$ cat src/rtl/orx_uart_rx_pkg.sv
package orx_uart_rx_pkg;

  typedef enum logic [1:0] {
    S_IDLE  = 2'd0,
    S_START = 2'd1,
    S_DATA  = 2'd2,
    S_STOP  = 2'd3
  } orx_state_e;

  localparam int FLT_W   = 2;
  localparam int FLT_TOP = (1 << FLT_W) - 1;

  // Rounded accumulator increment for an oversampled tick rate.
  function automatic longint orx_acc_inc(input longint clk_hz, input longint baud,
                                         input int ovs, input int acc_w);
    longint num;
    num = (baud * longint'(ovs)) << acc_w;
    return (num + clk_hz / 2) / clk_hz;
  endfunction

  // Saturating step of the spike-filter counter.
  function automatic logic [FLT_W-1:0] orx_flt_step(input logic [FLT_W-1:0] cnt,
                                                    input logic smp);
    if (smp)
      return (cnt == FLT_W'(FLT_TOP)) ? cnt : cnt + 1'b1;
    else
      return (cnt == '0) ? cnt : cnt - 1'b1;
  endfunction

endpackage

$ cat src/rtl/orx_tick_gen.sv
module orx_tick_gen #(
  parameter longint CLK_HZ = 200_000_000,
  parameter longint BAUD   = 6_250_000,
  parameter int     OVS    = 8,
  parameter int     ACC_W  = 8
) (
  input  logic clk,
  input  logic rst_n,
  output logic tick
);
  import orx_uart_rx_pkg::*;

  localparam longint INC_L = orx_acc_inc(CLK_HZ, BAUD, OVS, ACC_W);
  localparam logic [ACC_W:0] INC = (ACC_W+1)'(INC_L);

  logic [ACC_W-1:0] acc;
  logic [ACC_W:0]   sum;

  assign sum = {1'b0, acc} + INC;

  always_ff @(posedge clk or negedge rst_n) begin
    if (!rst_n) begin
      acc  <= '0;
      tick <= 1'b0;
    end else begin
      acc  <= sum[ACC_W-1:0];
      tick <= sum[ACC_W];
    end
  end
endmodule

$ cat src/rtl/orx_line_front.sv
module orx_line_front (
  input  logic clk,
  input  logic rst_n,
  input  logic tick,
  input  logic rxd,
  output logic sync_bit,
  output logic filt
);
  import orx_uart_rx_pkg::*;

  logic             meta_q;
  logic [FLT_W-1:0] cnt;
  logic [FLT_W-1:0] cnt_nx;

  // Two-stage synchronizer, stored inverted: idle mark reads 0.
  always_ff @(posedge clk or negedge rst_n) begin
    if (!rst_n) begin
      meta_q   <= 1'b0;
      sync_bit <= 1'b0;
    end else begin
      meta_q   <= ~rxd;
      sync_bit <= meta_q;
    end
  end

  assign cnt_nx = orx_flt_step(cnt, sync_bit);

  always_ff @(posedge clk or negedge rst_n) begin
    if (!rst_n) begin
      cnt  <= '0;
      filt <= 1'b0;
    end else if (tick) begin
      cnt <= cnt_nx;
      if (cnt_nx == FLT_W'(FLT_TOP))
        filt <= 1'b1;
      else if (cnt_nx == '0)
        filt <= 1'b0;
    end
  end
endmodule

$ cat src/rtl/orx_frame_fsm.sv
module orx_frame_fsm #(
  parameter int OVS    = 8,
  parameter int DATA_W = 8
) (
  input  logic              clk,
  input  logic              rst_n,
  input  logic              tick,
  input  logic              filt,
  output logic              start_seen,
  output logic              in_idle,
  output logic [DATA_W-1:0] rx_byte,
  output logic              byte_valid,
  output logic              frame_err
);
  import orx_uart_rx_pkg::*;

  localparam int PH_W = $clog2(OVS);
  localparam int BI_W = (DATA_W > 1) ? $clog2(DATA_W) : 1;
  localparam logic [PH_W-1:0] MID  = PH_W'(OVS / 2 - 1);
  localparam logic [BI_W-1:0] LAST = BI_W'(DATA_W - 1);

  orx_state_e        state;
  logic [PH_W-1:0]   ph;
  logic [BI_W-1:0]   bidx;
  logic [DATA_W-1:0] shreg;
  logic              filt_prev;
  logic              mid_hit;

  function automatic logic [DATA_W-1:0] push_lsb_first(input logic [DATA_W-1:0] cur,
                                                       input logic bitv);
    return {bitv, cur[DATA_W-1:1]};
  endfunction

  assign in_idle    = (state == S_IDLE);
  assign start_seen = tick && in_idle && filt && !filt_prev;
  assign mid_hit    = tick && !in_idle && (ph == MID);

  always_ff @(posedge clk or negedge rst_n) begin
    if (!rst_n) begin
      state      <= S_IDLE;
      ph         <= '0;
      bidx       <= '0;
      shreg      <= '0;
      rx_byte    <= '0;
      byte_valid <= 1'b0;
      frame_err  <= 1'b0;
      filt_prev  <= 1'b0;
    end else begin
      byte_valid <= 1'b0;
      frame_err  <= 1'b0;
      if (tick) begin
        filt_prev <= filt;
        if (in_idle) begin
          if (start_seen) begin
            state <= S_START;
            ph    <= '0;
          end
        end else begin
          ph <= ph + 1'b1;
          if (mid_hit) begin
            case (state)
              S_START: begin
                if (filt) begin
                  state <= S_DATA;
                  bidx  <= '0;
                end else begin
                  state <= S_IDLE;
                end
              end
              S_DATA: begin
                shreg <= push_lsb_first(shreg, ~filt);
                if (bidx == LAST) state <= S_STOP;
                else              bidx  <= bidx + 1'b1;
              end
              S_STOP: begin
                state <= S_IDLE;
                if (!filt) begin
                  rx_byte    <= shreg;
                  byte_valid <= 1'b1;
                end else begin
                  frame_err  <= 1'b1;
                end
              end
              default: state <= S_IDLE;
            endcase
          end
        end
      end
    end
  end
endmodule

$ cat src/rtl/orx_gap_timer.sv
module orx_gap_timer #(
  parameter int OVS      = 8,
  parameter int GAP_BITS = 2
) (
  input  logic clk,
  input  logic rst_n,
  input  logic tick,
  input  logic in_idle,
  input  logic filt,
  input  logic start_seen,
  input  logic byte_valid,
  output logic pkt_end
);
  localparam int GAP_TICKS = GAP_BITS * OVS;
  localparam int CW        = $clog2(GAP_TICKS + 1);
  localparam logic [CW-1:0] LIM = CW'(GAP_TICKS - 1);

  logic          armed;
  logic [CW-1:0] gcnt;

  always_ff @(posedge clk or negedge rst_n) begin
    if (!rst_n) begin
      armed   <= 1'b0;
      gcnt    <= '0;
      pkt_end <= 1'b0;
    end else begin
      pkt_end <= 1'b0;
      if (byte_valid) begin
        armed <= 1'b1;
        gcnt  <= '0;
      end else if (tick && in_idle) begin
        if (start_seen) begin
          gcnt <= '0;
        end else if (armed && !filt) begin
          if (gcnt == LIM) begin
            pkt_end <= 1'b1;
            armed   <= 1'b0;
            gcnt    <= '0;
          end else begin
            gcnt <= gcnt + 1'b1;
          end
        end
      end
    end
  end
endmodule

$ cat src/rtl/orx_uart_rx.sv
module orx_uart_rx #(
  parameter longint CLK_HZ   = 200_000_000,
  parameter longint BAUD     = 6_250_000,
  parameter int     ACC_W    = 8,
  parameter int     OVS      = 8,
  parameter int     DATA_W   = 8,
  parameter int     GAP_BITS = 2
) (
  input  logic              clk,
  input  logic              rst_n,
  input  logic              rxd,
  output logic [DATA_W-1:0] rx_byte,
  output logic              byte_valid,
  output logic              frame_err,
  output logic              pkt_end
);
  // Internal events brought out as named wires.
  logic tick;
  logic sync_bit;
  logic filt;
  logic start_seen;
  logic in_idle;

  orx_tick_gen #(
    .CLK_HZ(CLK_HZ), .BAUD(BAUD), .OVS(OVS), .ACC_W(ACC_W)
  ) u_tick (
    .clk(clk), .rst_n(rst_n), .tick(tick)
  );

  orx_line_front u_front (
    .clk(clk), .rst_n(rst_n), .tick(tick), .rxd(rxd),
    .sync_bit(sync_bit), .filt(filt)
  );

  orx_frame_fsm #(
    .OVS(OVS), .DATA_W(DATA_W)
  ) u_fsm (
    .clk(clk), .rst_n(rst_n), .tick(tick), .filt(filt),
    .start_seen(start_seen), .in_idle(in_idle),
    .rx_byte(rx_byte), .byte_valid(byte_valid), .frame_err(frame_err)
  );

  orx_gap_timer #(
    .OVS(OVS), .GAP_BITS(GAP_BITS)
  ) u_gap (
    .clk(clk), .rst_n(rst_n), .tick(tick), .in_idle(in_idle), .filt(filt),
    .start_seen(start_seen), .byte_valid(byte_valid), .pkt_end(pkt_end)
  );
endmodule

$ cat config.mk
export PLATFORM = sky130hd
export DESIGN_NAME = orx_uart_rx
export DESIGN_NICKNAME = d
export VERILOG_FILES = /design/src/rtl/orx_uart_rx_pkg.sv /design/src/rtl/orx_tick_gen.sv /design/src/rtl/orx_line_front.sv /design/src/rtl/orx_frame_fsm.sv /design/src/rtl/orx_gap_timer.sv /design/src/rtl/orx_uart_rx.sv
export SDC_FILE = /design/constraint.sdc
export NUM_CORES = 1
export LEC_CHECK = 0
export BUFFER_PORTS_ARGS = -buffer_cell sky130_fd_sc_hd__buf_4
export CORE_MARGIN = 1
export CORE_UTILIZATION = 51
export DETAILED_ROUTE_END_ITERATION = 10
export PLACE_DENSITY = 0.78
export SLEW_MARGIN = 40
export SYNTH_ARGS = -nofsm -noshare
export SYNTH_HDL_FRONTEND = slang
export SYNTH_SLANG_ARGS = --single-unit
$ cat constraint.sdc
create_clock -name clk -period 1.9 [get_ports clk]
set_clock_uncertainty 0.05 [all_clocks]
set_input_delay 0.095 -clock clk [delete_from_list [all_inputs] [get_ports clk]]
set_output_delay 0.095 -clock clk [all_outputs]
set_load 0.005 [all_outputs]
# After elaboration in Yosys (flattened, before gate mapping)
# Cells that the tools add are included.
dict set report classes {
  addsub 6
  n_eq_ne 13
  n_mux 41
  n_bitwise 3
  n_reduce_logical 27
}
# op n
set op_table {}
lappend op_table {{two-way mux 5 bit} 5}
lappend op_table {{two-way mux 1 bit} 22}
lappend op_table {{two-way mux 2 bit} 8}
lappend op_table {{two-way mux 3 bit} 4}
lappend op_table {{AND reduction 4 bit} 3}
lappend op_table {{nonzero test 2 bit} 6}
lappend op_table {{adder 8 x 7 -> 9 bit (second input constant)} 1}
lappend op_table {{equality test 2 bit (second input constant)} 4}
lappend op_table {{adder 3 x 1 -> 3 bit (second input constant)} 2}
lappend op_table {{logical AND 1 bit} 6}
lappend op_table {{zero test 2 bit} 3}
lappend op_table {{!= test 2 bit (second input constant)} 3}
lappend op_table {{case mux 3 bit (2 select lines)} 1}
lappend op_table {{AND reduction 2 bit} 3}
lappend op_table {{AND reduction 6 bit} 1}
lappend op_table {{adder 5 x 1 -> 5 bit (second input constant)} 1}
lappend op_table {{equality test 5 x 4 -> 1 bit (second input constant)} 1}
lappend op_table {{AND reduction 5 bit} 1}
lappend op_table {{case mux 2 bit (2 select lines)} 1}
lappend op_table {{equality test 3 x 2 -> 1 bit (second input constant)} 1}
lappend op_table {{equality test 3 bit (second input constant)} 1}
lappend op_table {{zero test 1 bit} 3}
lappend op_table {{!= test 3 x 1 -> 1 bit (second input constant)} 1}
lappend op_table {{NOT 1 bit} 3}
lappend op_table {{other kinds (5)} 5}
dict set report word_totals {
  ff_bits 48
  input_bits 3
  out_inout_bits 11
  elab_cells 107
}

# Depth between registers and ports, before layout
# Gate-level depths: netlist (run 1).
dict set report depth {
  depth_word 7
  depth_mapped 6
  mapped_depth_nobuf 5
}

# Cells and area by module
# From an unflattened synthesis (run 1), not the netlist that was laid out.
dict set report unflattened {
  hier_cells 153
  hier_area_um2 1939.4
}
# module n_inst cells_per_inst area_per_inst_um2 seq_area_each_um2
set by_module_without_submodules {}
lappend by_module_without_submodules {orx_frame_fsm 1 91 1260.0 675.6}
lappend by_module_without_submodules {orx_gap_timer 1 37 356.6 175.2}
lappend by_module_without_submodules {orx_line_front 1 20 231.5 125.1}
lappend by_module_without_submodules {orx_tick_gen 1 5 91.3 75.1}

# Worst setup path after synthesis (run 1)
# Ideal clock, no wire load.
dict set report synth_timing {
  path_kind {register to register}
  start {register u_fsm.state[0]}
  end {register u_fsm.bidx[0]}
  setup_time_ns 0.125
  arrival_ns 1.564
  required_time_ns 1.725
  slack_ns 0.161
  path_stages_with_launch 7
  n_path_buf 1
  period_less_slack_ns 1.739
  path_cell_list {dfrtp_1 inv_1 ha_1 buf_2 mux2_2 nand3_1 mux2_2}
}
dict set report synth_via {
  elab_chain_cells 5
  elab_cells_between_ends 12
  cone_classes {eq/ne: 4; mux: 1; bitwise: 1; reduce/logical: 6}
}
# element line
set synth_lines {}
lappend synth_lines {{start, declared} orx_frame_fsm.sv:22} ;# orx_state_e state;
lappend synth_lines {{start signal, assigned} orx_frame_fsm.sv:40} ;# state <= S_IDLE;
lappend synth_lines {{start signal, assigned} orx_frame_fsm.sv:55} ;# state <= S_START;
lappend synth_lines {{start signal, assigned} orx_frame_fsm.sv:64} ;# state <= S_DATA;
lappend synth_lines {{zero test 2 bit} orx_frame_fsm.sv:34} ;# assign in_idle = (state == S_IDLE);
lappend synth_lines {{zero test 1 bit} orx_frame_fsm.sv:36} ;# assign mid_hit = tick && !in_idle && (ph == MID);
lappend synth_lines {{logical AND 1 bit (2 in a row)} orx_frame_fsm.sv:36}
lappend synth_lines {{AND reduction 6 bit (no source line)} -}
lappend synth_lines {{end signal, assigned} orx_frame_fsm.sv:73} ;# else bidx <= bidx + 1'b1;
lappend synth_lines {{end, declared} orx_frame_fsm.sv:24} ;# logic [BI_W-1:0] bidx;
# Several ways; a longest one is shown, not always the timed one.
# A chain may end at the register's enable or synchronous reset.

# Worst setup path after layout (run 1)
dict set report layout_timing {
  start {register u_front.cnt[0]}
  end {register u_front.filt}
}
dict set report layout_via {
  elab_chain_cells 6
  elab_cells_between_ends 12
  cone_classes {add/sub: 2; eq/ne: 2; mux: 4; reduce/logical: 4}
}
# element line
set layout_lines {}
lappend layout_lines {{start, declared} orx_line_front.sv:12} ;# logic [FLT_W-1:0] cnt;
lappend layout_lines {{start signal, assigned} orx_line_front.sv:33} ;# cnt <= cnt_nx;
lappend layout_lines {{subtractor 2 x 1 -> 2 bit (tied with other cells)} orx_uart_rx_pkg.sv:27} ;# return (cnt == '0) ? cnt : cnt - 1'b1;
lappend layout_lines {{two-way mux 2 bit, on equally long branches} {orx_uart_rx_pkg.sv:27, orx_uart_rx_pkg.sv:25}}
lappend layout_lines {{two-way mux 2 bit *} orx_uart_rx_pkg.sv:24} ;# if (smp)
lappend layout_lines {{net u_front.cnt_nx[0]} orx_line_front.sv:13} ;# logic [FLT_W-1:0] cnt_nx;
lappend layout_lines {{equality test 2 bit / zero test 2 bit (equally long branches)} {orx_line_front.sv:34, orx_line_front.sv:36}}
lappend layout_lines {{nonzero test 2 bit (no source line)} -}
lappend layout_lines {{AND reduction 2 bit (no source line)} -}
lappend layout_lines {{end signal, assigned} orx_line_front.sv:31} ;# filt <= 1'b0;
lappend layout_lines {{end signal, assigned} orx_line_front.sv:35} ;# filt <= 1'b1;
lappend layout_lines {{end signal, assigned} orx_line_front.sv:37} ;# filt <= 1'b0;
lappend layout_lines {{end, declared} orx_line_front.sv:7} ;# output logic filt
# The timed path passes the listed nets; every way through them passes the cells marked *.

==> qor.csv, run 1 <==
stage;metric;value;unit
synthesis;synth_compound_area_share;8.440;%
synthesis;synth_flop_cell;dfrtp_1;
global_routing;grt_pass1_wl;5837;um
floorplan;dieHeight;63.95;um
worst_setup_path;slowest_delay;0.38;ns
synthesis;ys_async_sr_fraction;100.0;%
clock_network;clock-sinks;42;
timing;worst_slew_pin_slew;0.5133;ns
clock_network;clock_path_buffers;2;
synthesis;syn_area;1957;um^2
worst_setup_path;cp_slowest_cell;dfrtp_1;
worst_setup_path;critPathMaxFanout;3;
outcome;outcome;completed;
clock_network;cts_htree_levels;2;
synthesis;synth-edff-count;0;
final_layout;diodes;0;
timing;setup_tns;0;ns
global_routing;grt_usage;18.86;%
synthesis;muxShareOfSynthArea;13.11;%
worst_setup_path;required;2.03;ns
synthesis;synth.avg_cell_area;13.13;um^2
final_layout;finalNetCount;188;
synthesis;synth_cell_type_count;37;
worst_setup_path;crit_chain;inv_1 -> maj3_1 -> ha_1 -> nor2b_1 -> mux2_2;
final_layout;final_util;61.59;%
synthesis;synth_nets;164;
min_path;holdCritPathClass;in2async;
route;vias;1210;
synthesis;ys_seq_area_share;53.71;%
route;viasPerCell;5.450;
clock_network;clock-root-buffer;clkbuf_8;
route;postRouteAntennaNets;0;
floorplan;die_w;63.95;um
final_layout;layout-drive-gt1-share;32.76;%
floorplan;num_rows;22;
synthesis;post_synth_xor_area_fraction;0;%
floorplan;core;3661;um^2
place;hpwl;2386;um
power;power_leakage;0.001185;uW
timing;rsz0062_at_grt;no;
synthesis;synth-adder-area-share;8.696;%
worst_setup_path;critPathLaunchType;flop;
worst_setup_path;crit_type;reg2reg;
place;portBuffers;13;
global_routing;antenna_found_initial;0;
route;drtPass1Iterations;4;
clock_network;clk_latency;0.29;ns
power;powerDensity;888.8;nW/um^2
floorplan;die_area;4089;um^2
place;routabilityCongestion;0.8232;
clock_network;cts_made_buffers;5;
global_routing;gr-total-overflow;0;
route;drtIter0Drc;28;
floorplan;io_pins;14;
final_layout;area_delta_synth_final;15.22;%
synthesis;ys.warnings.count;0;
route;post_drt_wl_per_cell;14.91;um
job;cap_violations;0;
timing;setup_viol;0;
timing;final_max_slew_viol_count;0;
clock_network;clkTransAtPathRegs;0.08;ns
power;ir_drop;0.0006552;V
synthesis;ys_ff_latch;42;
route;drc;0;
worst_setup_path;crit_path_end_kind;flop;
global_routing;grt_max_degree;43;
worst_setup_path;r2r-start;u_front.cnt[0];
worst_setup_path;r2r_slack;0.11;ns
timing;max_freq;557.7;MHz
timing;relSlewSlack;65.78;%
worst_setup_path;r2r_cells;5;
synthesis;synth_cells;149;
clock_network;tritoncts;done;
worst_setup_path;crit_arrival;1.92;ns
synthesis;synth-simple-area-share;12.28;%
synthesis;synth_top_family_by_area;multiplexers;
timing;post-route-min-period;1.793;ns
timing;final-hold-violation-count;0;
worst_setup_path;r2r_end;u_front.filt;
route;routed_wl;3309;um
floorplan;initial_utilization;53.45;%
global_routing;grt_pass1_vias;1299;
timing;layout_worst_path_cycle_share;94.38;%
[metrics by stage]
| stage | setup slack [ns] | cell area, um^2 | hold WS [ns] | total power (uW) | cells |
|---|---|---|---|---|---|
| 5_1_grt | 0.004474 | 2255 | 0.3126 | 2089 | 222 |
| 2_1_floorplan | 0.1609 | 1957 | -0.2506 | 1279 | 149 |
| 4_1_cts | 0.08534 | 2250 | 0.2877 | 2012 | 222 |
| 3_5_place_dp | 0.08717 | 2131 | 0.05885 | 1396 | 212 |
| 6_report | 0.1069 | 2255 | 0.2633 | 2004 | 222 |
| 3_3_place_gp | 0.1755 | 2131 | 0.04864 | 1354 | 212 |
[power breakdown]
group / internal, uW / switching, uW
Clock: 299 / 317
Combinational: 178 / 200
Sequential: 951 / 58.1
Total: 1430 / 576
[critical path: cells and delay by family (launching register included)]
kind	cells	cell delay, ns
adder cells (fa/ha/maj)	2	0.67
flip-flops	1	0.38
multiplexers	1	0.36
AND/OR/NAND/NOR	1	0.15
buffers and inverters	1	0.06
[cells in the final DEF (no fill, tap or decap), drive strengths merged, types with 3 or more instances in the layout]
cell	instances
nand3	4
ha	12
nor2b	3
o21ai	5
nor2	5
inv	13
nand2	7
mux2	21
buf	19
clkbuf	6
a21oi	5
dfrtp	42
nand4b	4
[layer usage]
metal | routed length [um] | part of all wire [%] | vias up | global-route usage [%]
li1 | - | - | 582 | -
met1 | 1449 | 44 | 601 | 23.59
met2 | 1704 | 51 | 23 | 32.31
met3 | 103 | 3.1 | 4 | 4.286
met4 | 52 | 1.6 | 0 | 5.966
met5 | 0 | 0 | - | 0
[kinds of logic (layout without fill, tap and decap cells)]
family,Yosys count,in the layout
flops,42,42
simple gates,33,33
mux,23,23
compound gates,21,21
buf+inv,16,41
fa+ha+maj,14,14
[registers in the layout, summed over array words and instances, names as in the netlist, 2 cells and up]
register / count
u_front.cnt: 2
u_fsm.state: 2
u_fsm.bidx: 3
u_fsm.rx_byte: 8
u_fsm.ph: 3
u_fsm.shreg: 8
u_tick.acc: 2
u_gap.gcnt: 5
[cell type report]
type / instances / area (um^2)
clock inverter: 2 / 16.27
clock buffer: 6 / 82.58
inverter: 12 / 45.04
sequential: 42 / 1051
timing repair buffer: 21 / 162.7
tap: 48 / 60.06
fill: 297 / 1406
multi-input combinational: 91 / 837.1
[cells in the mapped netlist (2+ instances only)]
library cell,count,area [um^2]
nor2b_1,3,18.77
o21ai_0,4,20.02
a211oi_1,2,15.01
dfrtp_1,42,1051
nand2_1,7,26.28
nor3_1,2,10.01
nor2_1,4,15.01
buf_2,2,10.01
a21oi_1,5,25.02
inv_1,12,45.04
maj3_1,2,20.02
mux2_2,21,236.5
nand4b_4,2,47.55
nand4b_1,2,17.52
mux2i_1,2,20.02
nand3_1,4,20.02
and3b_1,2,17.52
ha_1,12,150.1
[timing repair]
item / CTS / global route
buffers inserted: 0 / 0
hold endpoints to repair: 43 / 0
hold buffers: 2 / 0
setup endpoints to repair: 0 / 3
resized for setup: 0 / 4
[worst max path at each step]
stage | start | to | slack [ns] | cells after the start
final | u_front.cnt[0] | u_front.filt | 0.11 | 5
after global routing | u_fsm.state[1] | u_gap.gcnt[3] | 0.004 | 6
after CTS | u_fsm.state[0] | u_fsm.ph[2] | 0.09 | 5
after detailed placement | u_fsm.state[0] | u_fsm.ph[2] | 0.09 | 5
after global placement | u_fsm.state[0] | u_fsm.ph[2] | 0.18 | 5
after floorplan | u_fsm.state[0] | u_fsm.bidx[0] | 0.16 | 6
Power figures use the tool's default switching activity.
==> inputs of run 2 (changes only) <==
CORE_UTILIZATION = 40   (was 51)
PLACE_DENSITY = 0.66   (was 0.78)
==> run 2 against run 1 <==
  * Combinational power is 10% higher
  * Maximum frequency down 0.69%
  * Hold slack gained 0.0087 ns
  * Die area grew 27%
  * Register-to-register slack about the same
  * First-iteration DRC count grew to 2.9 times the previous value
  * Total power is 6.0% higher
  * Critical path depth unchanged
  * Clock power grew 14%
==> qor.csv, run 2 (synthesized netlist as in run 1, its figures left out) <==
stage;metric;value;unit;change
outcome;outcome;completed;;unchanged
power;ir_drop;0.0004504;V;was 0.0006552 V
timing;setup_viol;0;;unchanged
clock_network;clk_latency;0.29;ns;about the same
power;powerDensity;910.6;nW/um^2;was 888.8 nW/um^2
timing;worst_slew_pin_slew;0.5176;ns;was 0.5133 ns
place;hpwl;2394;um;was 2386 um
timing;post-route-min-period;1.806;ns;was 1.793 ns
final_layout;diodes;0;;unchanged
global_routing;grt_max_degree;43;;unchanged
global_routing;gr-total-overflow;0;;unchanged
floorplan;initial_utilization;41.43;%;was 53.45%
global_routing;grt_usage;14.33;%;was 18.86%
place;portBuffers;13;;unchanged
global_routing;grt_pass1_vias;1271;;was 1299
worst_setup_path;crit_type;reg2reg;;unchanged
floorplan;num_rows;25;;was 22
final_layout;final_util;49.38;%;was 61.59%
worst_setup_path;critPathLaunchType;flop;;unchanged
floorplan;die_w;71.95;um;was 63.95 um
route;viasPerCell;5.033;;was 5.450
global_routing;grt_pass1_wl;5706;um;was 5837 um
final_layout;layout-drive-gt1-share;32.95;%;was 32.76%
final_layout;finalNetCount;191;;was 188
route;vias;1223;;was 1210
route;drtIter0Drc;81;;was 28
clock_network;clkTransAtPathRegs;0.07;ns;was 0.08 ns
place;routabilityCongestion;0.8247;;was 0.8232
route;drtPass1Iterations;4;;unchanged
timing;final_max_slew_viol_count;0;;unchanged
clock_network;cts_made_buffers;5;;unchanged
clock_network;tritoncts;done;;unchanged
global_routing;antenna_found_initial;0;;unchanged
timing;holdWs;0.2720;ns;was 0.2633 ns
place;dp.cells;232;;was 212
timing;final-hold-violation-count;0;;unchanged
timing;relSlewSlack;65.50;%;was 65.78%
power;power_leakage;0.001204;uW;was 0.001185 uW
job;cap_violations;0;;unchanged
final_layout;layout_common_cells;dfrtp_1, mux2_2, buf_4;;unchanged
clock_network;clock-sinks;42;;unchanged
floorplan;die_area;5176;um^2;was 4089 um^2
route;routed_wl;3322;um;was 3309 um
route;postRouteAntennaNets;0;;unchanged
place;placement.cell_area;2162;um^2;was 2131 um^2
worst_setup_path;critPathMaxFanout;5;;was 3
route;drc;0;;unchanged
place;post-place-ws;0.06217;ns;was 0.08717 ns
final_layout;layoutNonFillerInstCount;243;;was 222
final_layout;top_regs;u_fsm.rx_byte (8), u_fsm.shreg (8), u_gap.gcnt (5);;unchanged
worst_setup_path;crit_path_end_kind;flop;;unchanged
floorplan;io_pins;14;;unchanged
floorplan;dieHeight;71.95;um;was 63.95 um
final_layout;fillCellCount;421;;was 297
timing;layout_worst_path_cycle_share;95.03;%;was 94.38%
final_layout;mostFrequentLayoutCell;dfrtp_1;;unchanged
clock_network;clock_path_buffers;2;;unchanged
clock_network;cts_htree_levels;2;;unchanged
route;post_drt_wl_per_cell;13.67;um;was 14.91 um
clock_network;clock-root-buffer;clkbuf_8;;unchanged
worst_setup_path;required;2.02;ns;was 2.03 ns
final_layout;design_area;2332;um^2;was 2255 um^2
timing;setup_slack;0.09437;ns;was 0.1069 ns
worst_setup_path;crit_arrival;1.93;ns;was 1.92 ns
min_path;holdCritPathClass;in2async;;unchanged
floorplan;core;4723;um^2;was 3661 um^2
final_layout;area_delta_synth_final;19.18;%;was 15.22%
timing;max_freq;553.8;MHz;was 557.7 MHz
## run 2: through the flow
step	power [uW]	TNS (ns)
6_report	2124	0
5_1_grt	2234	-0.00003308
4_1_cts	2115	0
3_5_place_dp	1402	0
3_3_place_gp	1376	0
2_1_floorplan	1279	0
## run 2: routing by layer
metal | global-route usage [%] | up-vias | routed length (um) | share of wire [%]
li1 | - | 582 | - | -
met1 | 16.16 | 618 | 1387 | 42
met2 | 25.68 | 17 | 1776 | 53
met3 | 4.306 | 6 | 103 | 3.1
met4 | 5.229 | 0 | 55 | 1.7
met5 | 0 | - | 0 | 0
## run 2: what timing repair did
action	in CTS	in global routing
hold buffers	2	0
hold endpoints to repair	43	0
gates resized for setup	0	5
buffers inserted	0	1
endpoints found under the setup margin	0	9
## run 2: path summary, 6_finish.rpt
path | startpoint | slack, ns | depth (start not counted) | to
max reg2reg | u_fsm.ph[0] | 0.09 | 5 | u_fsm.rx_byte[3]
min | rst_n | 0.27 | 2 | u_fsm.bidx[1]
min in group clk | u_front.meta_q | 0.31 | 0 | u_front.sync_bit
max | u_fsm.ph[0] | 0.09 | 5 | u_fsm.rx_byte[3]
min reg2reg | u_front.meta_q | 0.31 | 0 | u_front.sync_bit
max in group asynchronous | rst_n | 1.16 | 2 | u_front.cnt[1]
## run 2: power breakdown
group / switching [uW] / internal (uW) / leakage (uW) / total, uW
Sequential: 54.1 / 952 / 0.000568 / 1010
Clock: 281 / 420 / 0.0000573 / 701
Combinational: 203 / 214 / 0.000578 / 416
Total: 538 / 1590 / 0.00120 / 2120
## run 2: worst max-delay path, cell delays in order, from the launching register on
cell and delay (ns):
dfrtp_1 0.37, ha_2 0.21, ha_4 0.18, nand4b_1 0.25, nor2_4 0.27, mux2_2 0.36
## run 2: final cells by class
type	count	area, um^2	area share (%)
sequential	42	1051	45.06
timing repair buffer	23	177.7	7.618
tap	67	83.83	3.594
clock buffer	6	82.58	3.541
clock inverter	1	30.03	1.288
inverter	12	45.04	1.931
multi-input combinational	92	862.1	36.96
==> inputs of run 3 (changes only) <==
ABC_AREA = 1   (was not set)
SETUP_SLACK_MARGIN = 0.3   (was not set)
==> run 3 against run 2 <==
  * Cell count rose by 28%
  * Synthesized area rose by 0.83%
  * Clock power fell by 14%
  * Total power fell by 0.64%
  * Routed wire length rose by 5.5%
==> qor.csv, run 3 <==
stage;metric;value;unit;change
outcome;outcome;completed;;unchanged
global_routing;grt_usage;15.78;%;was 14.33%
floorplan;dieHeight;72.24;um;was 71.95 um
place;routabilityCongestion;0.7332;;was 0.8247
worst_setup_path;worst_path_most_repeated_cell;ha_1;;
synthesis;ys_seq_area_share;53.27;%;was 53.71%
timing;final-hold-violation-count;0;;unchanged
route;drtIter0Drc;65;;was 81
synthesis;synth_common_cells;nand2_1, dfrtp_1, inv_1, nor2_1;;was dfrtp_1, mux2_2, ha_1, inv_1, nand2_1
synthesis;synth_top_family_by_area;simple AND/OR/NAND/NOR gates;;was multiplexers
synthesis;synth_flop_cell;dfrtp_1;;unchanged
floorplan;num_rows;25;;unchanged
global_routing;gr-total-overflow;0;;unchanged
final_layout;finalNetCount;257;;was 191
worst_setup_path;cp.buffers_inverters;1;;was 0
synthesis;synth_cell_type_count;22;;was 37
synthesis;muxShareOfSynthArea;0;%;was 13.11%
synthesis;synth_largest_area_cell;dfrtp_1;;unchanged
floorplan;die_area;5218;um^2;was 5176 um^2
synthesis;synth_cells;216;;was 149
worst_setup_path;r2r_slack;0.42;ns;was 0.09 ns
clock_network;clock-root-buffer;clkbuf_8;;unchanged
timing;final_max_slew_viol_count;0;;unchanged
synthesis;synthTopCellsByArea;dfrtp_1, nand2_1, ha_1, inv_1, nor2_1;;was dfrtp_1, mux2_2, ha_1, nand4b_4, inv_1
global_routing;antenna_found_initial;0;;unchanged
worst_setup_path;crit_arrival;1.62;ns;was 1.93 ns
final_layout;top_regs;u_fsm.rx_byte (8), u_fsm.shreg (8), u_gap.gcnt (5);;unchanged
route;postRouteAntennaNets;0;;unchanged
clock_network;tritoncts;done;;unchanged
synthesis;ys_async_sr_fraction;100.0;%;unchanged
timing;setup_viol;0;;unchanged
route;viasPerCell;4.548;;was 5.033
final_layout;layout-drive-gt1-share;23.05;%;was 32.95%
final_layout;mostFrequentLayoutCell;nand2_1;;was dfrtp_1
route;drc;0;;unchanged
route;vias;1410;;was 1223
worst_setup_path;r2r_end;u_fsm.rx_byte[2];;was u_fsm.rx_byte[3]
worst_setup_path;worst-path-stages;7;;was 5
job;cap_violations;0;;unchanged
clock_network;clk_latency;0.30;ns;was 0.29 ns
worst_setup_path;required;2.03;ns;was 2.02 ns
clock_network;clkTransAtPathRegs;0.08;ns;was 0.07 ns
timing;max_freq;673.8;MHz;was 553.8 MHz
final_layout;diodes;0;;unchanged
worst_setup_path;critPathMaxFanout;12;;was 5
route;post_drt_wl_per_cell;11.30;um;was 13.67 um
timing;relSlewSlack;65.48;%;was 65.50%
timing;rsz0062_at_grt;no;;
floorplan;initial_utilization;41.77;%;was 41.43%
clock_network;cts_made_buffers;5;;unchanged
worst_setup_path;critPathLaunchType;flop;;unchanged
worst_setup_path;startpoint;u_fsm.ph[0];;unchanged
clock_network;cts_htree_levels;2;;unchanged
final_layout;area_delta_synth_final;18.96;%;was 19.18%
synthesis;ys_ff_latch;42;;unchanged
worst_setup_path;crit_chain;ha_1 -> ha_1 -> nand3_4 -> nor2_4 -> buf_12 -> nor2_1 -> a21oi_1;;was ha_2 -> ha_4 -> nand4b_1 -> nor2_4 -> mux2_2
synthesis;yosys.area.top_type_share;53.27;%;was 53.71%
worst_setup_path;r2r_cells;7;;was 5
timing;layout_worst_path_cycle_share;78.11;%;was 95.03%
global_routing;grt_pass1_vias;1398;;was 1271
synthesis;post-synth-top-count-cell;nand2_1;;was dfrtp_1
floorplan;io_pins;14;;unchanged
synthesis;post_synth_xor_area_fraction;0.4439;%;was 0%
synthesis;synth_compound_area_share;8.687;%;was 8.440%
floorplan;core;4723;um^2;unchanged
clock_network;clock-sinks;42;;unchanged
synthesis;syn_area;1973;um^2;was 1957 um^2
timing;worst_slew_pin_slew;0.5178;ns;was 0.5176 ns
power;ir_drop;0.0004764;V;was 0.0004504 V
timing;post-route-min-period;1.484;ns;was 1.806 ns
min_path;holdCritPathClass;in2async;;unchanged
worst_setup_path;crit_path_end_kind;flop;;unchanged
synthesis;synth.avg_cell_area;9.135;um^2;was 13.13 um^2
route;drtPass1Iterations;5;;was 4
timing;setup_tns;0;ns;unchanged
synthesis;synth-adder-area-share;7.609;%;was 8.696%
synthesis;synth_nets;231;;was 164
floorplan;die_w;72.24;um;was 71.95 um
power;powerDensity;898.9;nW/um^2;was 910.6 nW/um^2
worst_setup_path;crit_type;reg2reg;;unchanged
synthesis;ys.warnings.count;0;;unchanged
synthesis;synth-edff-count;0;;unchanged
worst_setup_path;r2r-start;u_fsm.ph[0];;unchanged
worst_setup_path;path_delay_family;adder cells;;was simple AND/OR/NAND/NOR gates
power;finalPower;2110;uW;was 2124 uW
final_layout;layout_common_cells;nand2_1, dfrtp_1, inv_1;;was dfrtp_1, mux2_2, buf_4
place;hpwl;2380;um;was 2394 um
worst_setup_path;cp_slowest_cell;dfrtp_1;;unchanged
global_routing;grt_pass1_wl;6161;um;was 5706 um
place;portBuffers;13;;unchanged
synthesis;synth-simple-area-share;23.02;%;was 12.28%
global_routing;grt_max_degree;43;;unchanged
worst_setup_path;slowest_delay;0.40;ns;was 0.37 ns
route;routed_wl;3504;um;was 3322 um
power;power_leakage;0.001236;uW;was 0.001204 uW
clock_network;clock_path_buffers;2;;unchanged
==> run 3: cell count changes in the layout (fill, tap and decap cells not counted), moves of 3 or more <==
cell	before	now
inv_1	12	20
mux2_2	21	0
nor2b_1	3	0
nor2_1	4	15
nand2_1	7	64
nand3_1	4	10
a21oi_2	0	3
nand4_1	0	5
o21ai_0	4	12
nor2_2	0	3
o21ai_2	1	6
inv_2	0	6
==> run 3: worst max-delay path by stage <==
stage	end
3_5_place_dp	u_fsm.rx_byte[7]
3_3_place_gp	u_fsm.bidx[2]
2_1_floorplan	u_fsm.shreg[3]
5_1_grt	u_fsm.bidx[0]
4_1_cts	u_fsm.shreg[2]
6_report	u_fsm.rx_byte[2]
==> run 3: worst register-to-register path: stages (launching register included) <==
cell and delay, ns:
dfrtp_1 0.40, ha_1 0.21, ha_1 0.23, nand3_4 0.16, nor2_4 0.06, buf_12 0.14
nor2_1 0.09, a21oi_1 0.05
==> run 3: report_power, final <==
group          internal [uW]  switching [uW]
clock network            292             314
registers                966            57.0
logic                    182             299
==> run 3: cell type report <==
type / instances / area (um^2)
clock buffer: 6 / 82.58
clock inverter: 2 / 12.51
fill: 424 / 2376
inverter: 27 / 103.9
multi-input combinational: 144 / 830.8
sequential: 42 / 1051
tap: 67 / 83.83
timing repair buffer: 22 / 182.7
==> run 3: repair_timing <==
item,in CTS,in global routing
hold buffers,2,0
setup endpoints to repair,19,27
pin swaps,2,3
setup buffers,4,3
resized for setup,2,11
hold endpoints to repair,43,0
gates cloned,0,0
==> run 3: cell families after synthesis <==
logic type                 Yosys count
AOI/OAI and AO/OA                   27
xor gates and xnor gates             1
adders and majority gates           12
buffers and inverters               30
DFF                                 42
and+or+nand+nor                    104
==> run 3: per-stage QoR <==
step	utilization [%]	area (um^2)	worst slack [ns]	hold slack [ns]	std cells
CTS	48.34	2283	0.3120	0.2729	307
floorplan	-	1973	0.4467	-0.2506	216
detailed placement	44.90	2121	0.2618	0.05923	293
global route	49.70	2347	0.3031	0.3124	310
finish	49.70	2347	0.4159	0.2530	310
global placement	44.90	2121	0.2915	0.05780	293
==> run 3: layer usage <==
metal / global-route usage [%] / wire length [um] / up-vias
li1: - / - / 735
met1: 20.61 / 1705 / 653
met2: 23.99 / 1613 / 15
met3: 3.750 / 95 / 7
met4: 9.150 / 90 / 0
met5: 0 / 0 / -
